<file path="src/rtl/sp_pkg.sv">
package sp_pkg;

    typedef enum logic [2:0] {
        OP_NONE,
        OP_PUSH_B,
        OP_POP_B,
        OP_PUSH_R,
        OP_POP_R
    } sp_op_e;

    typedef enum logic [1:0] {
        ST_IDLE,
        ST_PUSH_TAIL,
        ST_POP_TAIL
    } sp_state_e;

endpackage

</file>
<file path="src/rtl/sp_op_select.sv">
module sp_op_select
    import sp_pkg::*;
(
    input  logic   push_byte,
    input  logic   pop_byte,
    input  logic   push_ret,
    input  logic   pop_ret,
    output sp_op_e op_sel
);

    // fixed precedence: return-address traffic first, then single bytes
    always_comb begin
        if (push_ret)       op_sel = OP_PUSH_R;
        else if (pop_ret)   op_sel = OP_POP_R;
        else if (push_byte) op_sel = OP_PUSH_B;
        else if (pop_byte)  op_sel = OP_POP_B;
        else                op_sel = OP_NONE;
    end

endmodule

</file>
<file path="src/rtl/sp_io_port.sv">
module sp_io_port #(
    parameter int               BW      = 8,
    parameter int               IOW     = 6,
    parameter logic [IOW-1:0]   HI_ADDR = 6'h3E,
    parameter logic [IOW-1:0]   LO_ADDR = 6'h3D,
    localparam int              AW      = 2 * BW
) (
    input  logic [IOW-1:0] io_addr,
    input  logic           io_wr,
    input  logic [AW-1:0]  sp_q,
    output logic [1:0]     wr_lane,
    output logic [BW-1:0]  io_rdata
);

    logic [BW-1:0] lane_rd [2];

    for (genvar b = 0; b < 2; b++) begin : g_lane
        localparam logic [IOW-1:0] LANE_ADDR = (b == 1) ? HI_ADDR : LO_ADDR;
        assign wr_lane[b] = io_wr && (io_addr == LANE_ADDR);
        assign lane_rd[b] = (io_addr == LANE_ADDR) ? sp_q[b*BW +: BW] : '0;
    end

    assign io_rdata = lane_rd[0] | lane_rd[1];

endmodule

</file>
<file path="src/rtl/stack_ptr_unit.sv">
module stack_ptr_unit
    import sp_pkg::*;
#(
    parameter int             BW      = 8,
    parameter int             IOW     = 6,
    parameter logic [IOW-1:0] HI_ADDR = 6'h3E,
    parameter logic [IOW-1:0] LO_ADDR = 6'h3D
) (
    input  logic              clk,
    input  logic              rst_n,
    input  logic [IOW-1:0]    io_addr,
    input  logic              io_wr,
    input  logic [BW-1:0]     io_wdata,
    output logic [BW-1:0]     io_rdata,
    input  logic              push_byte,
    input  logic              pop_byte,
    input  logic              push_ret,
    input  logic              pop_ret,
    output logic [2*BW-1:0]   sp_out,
    output logic              acc_valid,
    output logic [2*BW-1:0]   acc_addr
);

    localparam int            AW  = 2 * BW;
    localparam logic [AW-1:0] ONE = AW'(1);
    localparam logic [AW-1:0] TWO = AW'(2);

    sp_state_e     state_q, state_d;
    logic [AW-1:0] sp_q, sp_d;
    sp_op_e        op_sel, op_ok;
    logic [1:0]    wr_lane;
    logic          io_hit;

    sp_op_select u_sel (
        .push_byte (push_byte),
        .pop_byte  (pop_byte),
        .push_ret  (push_ret),
        .pop_ret   (pop_ret),
        .op_sel    (op_sel)
    );

    sp_io_port #(
        .BW      (BW),
        .IOW     (IOW),
        .HI_ADDR (HI_ADDR),
        .LO_ADDR (LO_ADDR)
    ) u_io (
        .io_addr  (io_addr),
        .io_wr    (io_wr),
        .sp_q     (sp_q),
        .wr_lane  (wr_lane),
        .io_rdata (io_rdata)
    );

    assign io_hit = |wr_lane;
    // a stack pulse counts only in idle and when no pointer byte is being written
    assign op_ok  = (state_q == ST_IDLE && !io_hit) ? op_sel : OP_NONE;

    // state and pointer registers
    always_ff @(posedge clk) begin
        if (!rst_n) begin
            state_q <= ST_IDLE;
            sp_q    <= '0;
        end else begin
            state_q <= state_d;
            sp_q    <= sp_d;
        end
    end

    // next state
    always_comb begin
        state_d = ST_IDLE;
        unique case (state_q)
            ST_IDLE: begin
                if (op_ok == OP_PUSH_R)     state_d = ST_PUSH_TAIL;
                else if (op_ok == OP_POP_R) state_d = ST_POP_TAIL;
                else                        state_d = ST_IDLE;
            end
            ST_PUSH_TAIL: state_d = ST_IDLE;
            ST_POP_TAIL:  state_d = ST_IDLE;
            default:      state_d = ST_IDLE;
        endcase
    end

    // outputs: next pointer and access address
    always_comb begin
        sp_d      = sp_q;
        acc_valid = 1'b0;
        acc_addr  = sp_q;
        if (wr_lane[1]) sp_d[AW-1:BW] = io_wdata;
        if (wr_lane[0]) sp_d[BW-1:0]  = io_wdata;
        unique case (state_q)
            ST_IDLE: begin
                unique case (op_ok)
                    OP_PUSH_B: begin
                        acc_valid = 1'b1;
                        acc_addr  = sp_q;
                        sp_d      = sp_q - ONE;
                    end
                    OP_POP_B: begin
                        acc_valid = 1'b1;
                        acc_addr  = sp_q + ONE;
                        sp_d      = sp_q + ONE;
                    end
                    OP_PUSH_R: begin
                        acc_valid = 1'b1;
                        acc_addr  = sp_q;
                        sp_d      = sp_q - TWO;
                    end
                    OP_POP_R: begin
                        acc_valid = 1'b1;
                        acc_addr  = sp_q + ONE;
                        sp_d      = sp_q + TWO;
                    end
                    default: ;
                endcase
            end
            ST_PUSH_TAIL: begin
                // pointer already moved down by two; second byte sits just above it
                acc_valid = 1'b1;
                acc_addr  = sp_q + ONE;
            end
            ST_POP_TAIL: begin
                // pointer already moved up by two; second byte is the pointer itself
                acc_valid = 1'b1;
                acc_addr  = sp_q;
            end
            default: ;
        endcase
    end

    assign sp_out = sp_q;

endmodule

</file>
<file path="config.mk">
export PLATFORM = sky130hd
export DESIGN_NAME = stack_ptr_unit
export DESIGN_NICKNAME = d
export VERILOG_FILES = /design/src/rtl/sp_pkg.sv /design/src/rtl/sp_op_select.sv /design/src/rtl/sp_io_port.sv /design/src/rtl/stack_ptr_unit.sv
export SDC_FILE = /design/constraint.sdc
export NUM_CORES = 1
export LEC_CHECK = 0
export ABC_CLOCK_PERIOD_IN_PS = 5700
export BUFFER_PORTS_ARGS = -buffer_cell sky130_fd_sc_hd__buf_2
export CAP_MARGIN = 10
export CORE_MARGIN = 5
export CORE_UTILIZATION = 57
export CTS_BUF_LIST = sky130_fd_sc_hd__clkbuf_4 sky130_fd_sc_hd__clkbuf_8
export DETAILED_ROUTE_END_ITERATION = 12
export GPL_ROUTABILITY_DRIVEN = 0
export PLACE_DENSITY = 0.83
export SYNTH_ARGS = -nofsm -noshare
export SYNTH_HDL_FRONTEND = slang
export SYNTH_HIERARCHICAL = 1
export SYNTH_SLANG_ARGS = --single-unit
</file>
<file path="constraint.sdc">
create_clock -name clk -period 5.7 [get_ports clk]
set_input_delay 0.57 -clock clk [delete_from_list [all_inputs] [get_ports clk]]
set_output_delay 0.57 -clock clk [all_outputs]
set_load 0.005 [all_outputs]
</file>
# Yosys cells after proc, flatten, opt, wreduce, memory -nomap -nowiden
# Cells that the tools add are included.
[classes]
addsub = 4
eq_ne = 8
muxes = 17
bitwise_logic = 3
n_reduce_logical = 11
[ops]
columns = ["cell", "count"]
rows = [
  ["$pmux W16 S4", 1],
  ["$mux W16", 2],
  ["$mux W8", 4],
  ["$pmux W16 S2", 1],
  ["$add A16 B1 Y16 const B", 1],
  ["$add A16 B2 Y16 const B", 1],
  ["$sub A16 B1 Y16 const B", 1],
  ["$sub A16 B2 Y16 const B", 1],
  ["$eq A6 B6 Y1 const B", 2],
  ["$mux W3", 4],
  ["$or A8 B8 Y8", 1],
  ["$eq A3 B2 Y1 const B", 2],
  ["$reduce_or A2 Y1", 3],
  ["$mux W2", 2],
  ["$reduce_or A4 Y1", 1],
  ["$eq A3 B1 Y1 const B", 1],
  ["$eq A3 B3 Y1 const B", 1],
  ["$logic_and A1 B1 Y1", 3],
  ["$reduce_or A3 Y1", 1],
  ["$eq A2 B1 Y1 const B", 1],
  ["$eq A2 B2 Y1 const B", 1],
  ["$logic_not A2 Y1", 1],
  ["$mux W1", 2],
  ["$not A1 Y1", 2],
  ["other kinds (3)", 3],
]
[word_totals]
ff_bits = 18
in_bits = 21
out_inout_bits = 41
elab_cells = 46

# Logic depth before layout (Yosys ltp)
[depth]
depth_word = 10
mapped_depth = 14

# Hierarchy
# The synthesis kept the hierarchy.
[by_module_without_submodules]
columns = ["module", "instances", "cells_per_inst", "area_per_inst_um2", "seq_area_each_um2"]
rows = [
  ["stack_ptr_unit", 1, 387, 2702.6, 360.3],
  ["sp_io_port", 1, 31, 246.5, 0.0],
  ["sp_op_select", 1, 5, 26.3, 0.0],
]

# Worst setup path after synthesis
# Ideal clock, no wire load.
[synth_path]
path_type = "in2reg"
startpoint = "input port io_addr[1]"
endpoint = "register sp_q[12], in the netlist sp_out[12]"
setup_ns = 0.120
arrival_ns = 3.505
required_time_ns = 5.580
setup_slack_ns = 2.075
stages = 13
path_cell_list = "buf_4 -> nor4b_2 -> or3b_1 -> buf_2 -> nor2_1 -> inv_1 -> ha_1 -> and2_1 -> a221oi_1 -> a211oi_1 -> o32ai_1 -> nor4b_1 -> a211o_1"
[synth_between]
elab_chain_len = 9
word_cells_on_any_way = 15
cone_classes = "6 x eq/ne; 4 x mux; 5 x reduce/logical"
[synth_rtl]
columns = ["item", "line", "rtl"]
rows = [
  ["from (decl)", "stack_ptr_unit.sv:11", "input logic [IOW-1:0] io_addr,"],
  ["$eq A6 B6 Y1 *", "sp_io_port.sv:19", "assign wr_lane[b] = io_wr && (io_addr == LANE_ADDR);"],
  ["$logic_and A1 B1 Y1 *", "sp_io_port.sv:19", ""],
  ["via wr_lane[1]", "stack_ptr_unit.sv:31", "logic [1:0] wr_lane;"],
  ["$reduce_or A2 Y1", "stack_ptr_unit.sv:55", "assign io_hit = |wr_lane;"],
  ["$logic_not A1 Y1", "stack_ptr_unit.sv:57", "assign op_ok = (state_q == ST_IDLE && !io_hit) ? op_sel : OP_NONE;"],
  ["$logic_and A1 B1 Y1", "stack_ptr_unit.sv:57", ""],
  ["$mux W3", "stack_ptr_unit.sv:57", ""],
  ["$eq A3 B3 Y1, or another cell as far along", "stack_ptr_unit.sv:94", "unique case (op_ok)"],
  ["$pmux W16 S4", "stack_ptr_unit.sv:94", ""],
  ["$mux W16 *", "stack_ptr_unit.sv:92", "unique case (state_q)"],
  ["to (signal assigned)", "stack_ptr_unit.sv:66", "sp_q <= sp_d;"],
  ["to (decl)", "stack_ptr_unit.sv:29", "logic [AW-1:0] sp_q, sp_d;"],
]
# The timed path passes the listed nets; every way through them passes the cells marked *.
# A chain may end at the register's enable or synchronous reset.

# Worst setup path in the final report
# Same ends and word-level chain as after synthesis.

==> key figures <==
Detailed routing
  – DR pass1 iterations: 5
  – WL final: 10000 µm
  – Vias per Instance: roughly 6.9
  – DR DRC count: 0
  – Iter 0 DRT Violations: roughly 650
  – Antenna-violating nets left: 0
  – Vias after detailed routing: 3660
  – WL per Instance: 18.91 µm

Worst setup path
  – Crit-path max cell delay: about 0.47 ns
  – Type of origin of the critical path: input port
  – Worst-path cell chain: buf_2, nor4b_2, buf_4, or3b_1, nor2_1, inv_1, ha_1, and2_1, a221oi_1, a211oi_1, o32ai_1, nor4b_1, a211o_1
  – Worst EP required: 5.87 ns
  – CP Capture Type: register
  – Worst-path fanout max: 18
  – Crit path kind: input port to register
  – Arrival time worst endpoint: about 4.2 ns
  – Critical path's slowest cell: or3b_1

Clock network
  – Hold Buf Count CTS: 0
  – CTS tree: built
  – CTS root buffer: clkbuf_8
  – CTS clk-pin slew, worst paths: about 0.090 ns
  – Clock Latency Late Sink: ~0.27 ns
  – Post_cts resized: 0
  – Htree depth: 1
  – TritonCTS Buffers: 3
  – Sink Count: 18
  – Post CTS Setup Buffer Count: 0
  – CTS max path bufs: 2

Place
  – # port buffers: 61
  – Area after DPL: 3238 µm²
  – Setup Slack @ Placement: 1.448 ns
  – DP HPWL: slightly above 7000 µm
  – Inst Count DP: 525

Final layout
  – Share of cells above drive strength 1: 0.1786
  – Non-filler cells, final: 529
  – Final nets: 501
  – Finished Cell Area: 3293 µm²
  – N_diodes: 0
  – Synth-to-Final Area Change: 10.68%
  – Layout Utilization: 0.6489

Yosys
  – Syn_nets: 464
  – Ys Warns: 6
  – Post-Syn Area per Cell: about 7.0 µm²
  – Seq/Total Area, Yosys: 0.1211
  – Mapped Area: 2975 µm²
  – Cells after Synth: 423
  – Post-synth cell types: 67
  – FF+latch count, synth: 18
  – Most used DFF post-synth: dfxtp_1
  – Number of flops mapped to enable cells by yosys: 0
  – Fraction of registers with async set/reset: 0

Timing
  – Worst slew margin: 0.2575
  – Setup-failing EPs final: 0
  – Number of hold violations in the final report: 0
  – Crit share post-route: 0.7087
  – Final Slew Violations: 0
  – RSZ-0062 raised after global routing: no
  – Worst Setup Slack, final: about 1.7 ns
  – Setup TNS: 0 ns
  – Fin crit period: 4.040 ns
  – Worst-margin pin slew: 1.108 ns
  – Worst Skew: 0.01085 ns
  – Hold slack: 0.7457 ns
  – Fmax: 247.5 MHz

GRT
  – Initial antenna violation count: 0
  – Gr usage total: 0.2905
  – Overflow left after global routing: 0
  – Global-route wire length before repair: 15530 µm
  – Largest net degree at the start of global routing: 24
  – Vias in the first global route: between 3k and 4k

Power
  – Pwr Total: 1.285 mW
  – P_leak: ~1.4 nW
  – Pwr/cell area: 390.1 nW/µm²
  – Max rail drop VDD: 0.3028 mV

Die
  – Core area: approximately 5100 µm²
  – Die width: 82.25 µm
  – Die Y: 82.25 µm
  – Initial Utilization: 0.5863
  – Die footprint: 6765 µm²
  – Row Count: 26
  – I/O pins: 62

Min path
  – Hold WC Path Type: input port to register

Run
  – Max-cap violations: 0

Run status
  – Status: completed
## worst paths after layout
check                    startpoint               endpoint  slack (ns)  cells past startpoint
min reg2reg  sp_out[0]$_SDFFE_PN0P_   sp_out[3]$_SDFF_PN0_        0.78                      2
max                      io_addr[1]  sp_out[12]$_SDFF_PN0_        1.66                     13
min                     io_wdata[6]   sp_out[6]$_SDFF_PN0_        0.75                      4
max reg2reg   state_q[1]$_SDFF_PP0_  sp_out[12]$_SDFF_PN0_        1.99                     12
## cell usage after synthesis, drive strengths merged, types with 3 or more instances
cell type / number / area [µm²]
nand2: 39 / 146.4
a21oi: 34 / 173.9
o21ai: 34 / 170.2
nor2: 27 / 101.4
ha: 19 / 237.7
dfxtp: 18 / 360.4
buf: 17 / 108.9
clkbuf: 17 / 63.81
inv: 17 / 66.32
nand3b: 17 / 127.6
nand3: 16 / 80.08
nor3: 12 / 60.06
xnor2: 11 / 96.34
and3: 10 / 62.56
o21a: 10 / 75.07
o22ai: 10 / 62.56
a21o: 9 / 67.56
mux2i: 9 / 90.09
a221oi: 8 / 70.07
nand4: 7 / 58.81
o31ai: 7 / 52.55
or3: 6 / 37.54
xor2: 5 / 43.79
and2: 4 / 25.02
nor3b: 4 / 30.03
o221ai: 4 / 35.03
a221o: 3 / 30.03
a22o: 3 / 26.28
a31oi: 3 / 18.77
mux2: 3 / 33.78
nand2b: 3 / 18.77
nor4: 3 / 33.78
nor4b: 3 / 32.53
## registers in the layout, indices dropped and copies added (netlist names)
| name | count |
|---|---|
| sp_out | 16 |
| state_q | 2 |
## logic make-up after synthesis
| group | Yosys count | share of synthesized area |
|---|---|---|
| buffers and inverters | 51 | 0.08032 |
| DFF | 18 | 0.1211 |
| xor gates and xnor gates | 16 | 0.04710 |
| muxes | 12 | 0.04163 |
| adders and majority gates | 20 | 0.08663 |
| and+or+nand+nor | 160 | 0.2973 |
| AOI/OAI and AO/OA | 146 | 0.3259 |
## critical path, delay by kind of cell
kind	cells	cell delay [ns]
simple gates	5	1.23
buf+inv	3	0.73
fa+ha+maj	1	0.45
compound gates	4	1.22
## layer usage
| layer | part of all wire | GRT usage |
|---|---|---|
| met4 | 0.031 | 0.1146 |
| met1 | 0.38 | 0.3796 |
| met3 | 0.12 | 0.03796 |
| met5 | 0 | 0 |
| met2 | 0.46 | 0.4808 |
## layout by cell type (no fill, tap or decap), types with 6 or more instances in the layout
master	n
and3_1	10
a21o_1	9
o31ai_1	7
o21a_1	10
buf_2	61
dfxtp_1	18
nand3b_1	17
mux2i_1	9
or3_1	6
a221oi_1	8
nor3_1	11
ha_1	19
nor2_1	27
o22ai_1	10
nand3_1	16
nand2_1	39
xnor2_1	11
nand4_1	6
a21oi_1	33
inv_1	16
o21ai_0	33
## power by group
group          switching (mW)  total, mW  internal (mW)
Sequential              0.142      0.303          0.161
Combinational           0.478      0.867          0.390
Clock                  0.0526      0.114         0.0616
Total                   0.672       1.28          0.612
## cell type report
class                           count  area (µm²)
Multi-Input combinational cell    354        2381
Sequential cell                    18       360.3
Tap cell                           70       87.58
Inverter                           17       66.31
Clock buffer                        4       55.05
Timing Repair Buffer               66       342.8
Fill cell                         469        1782
(Power assumes the default switching activity.)
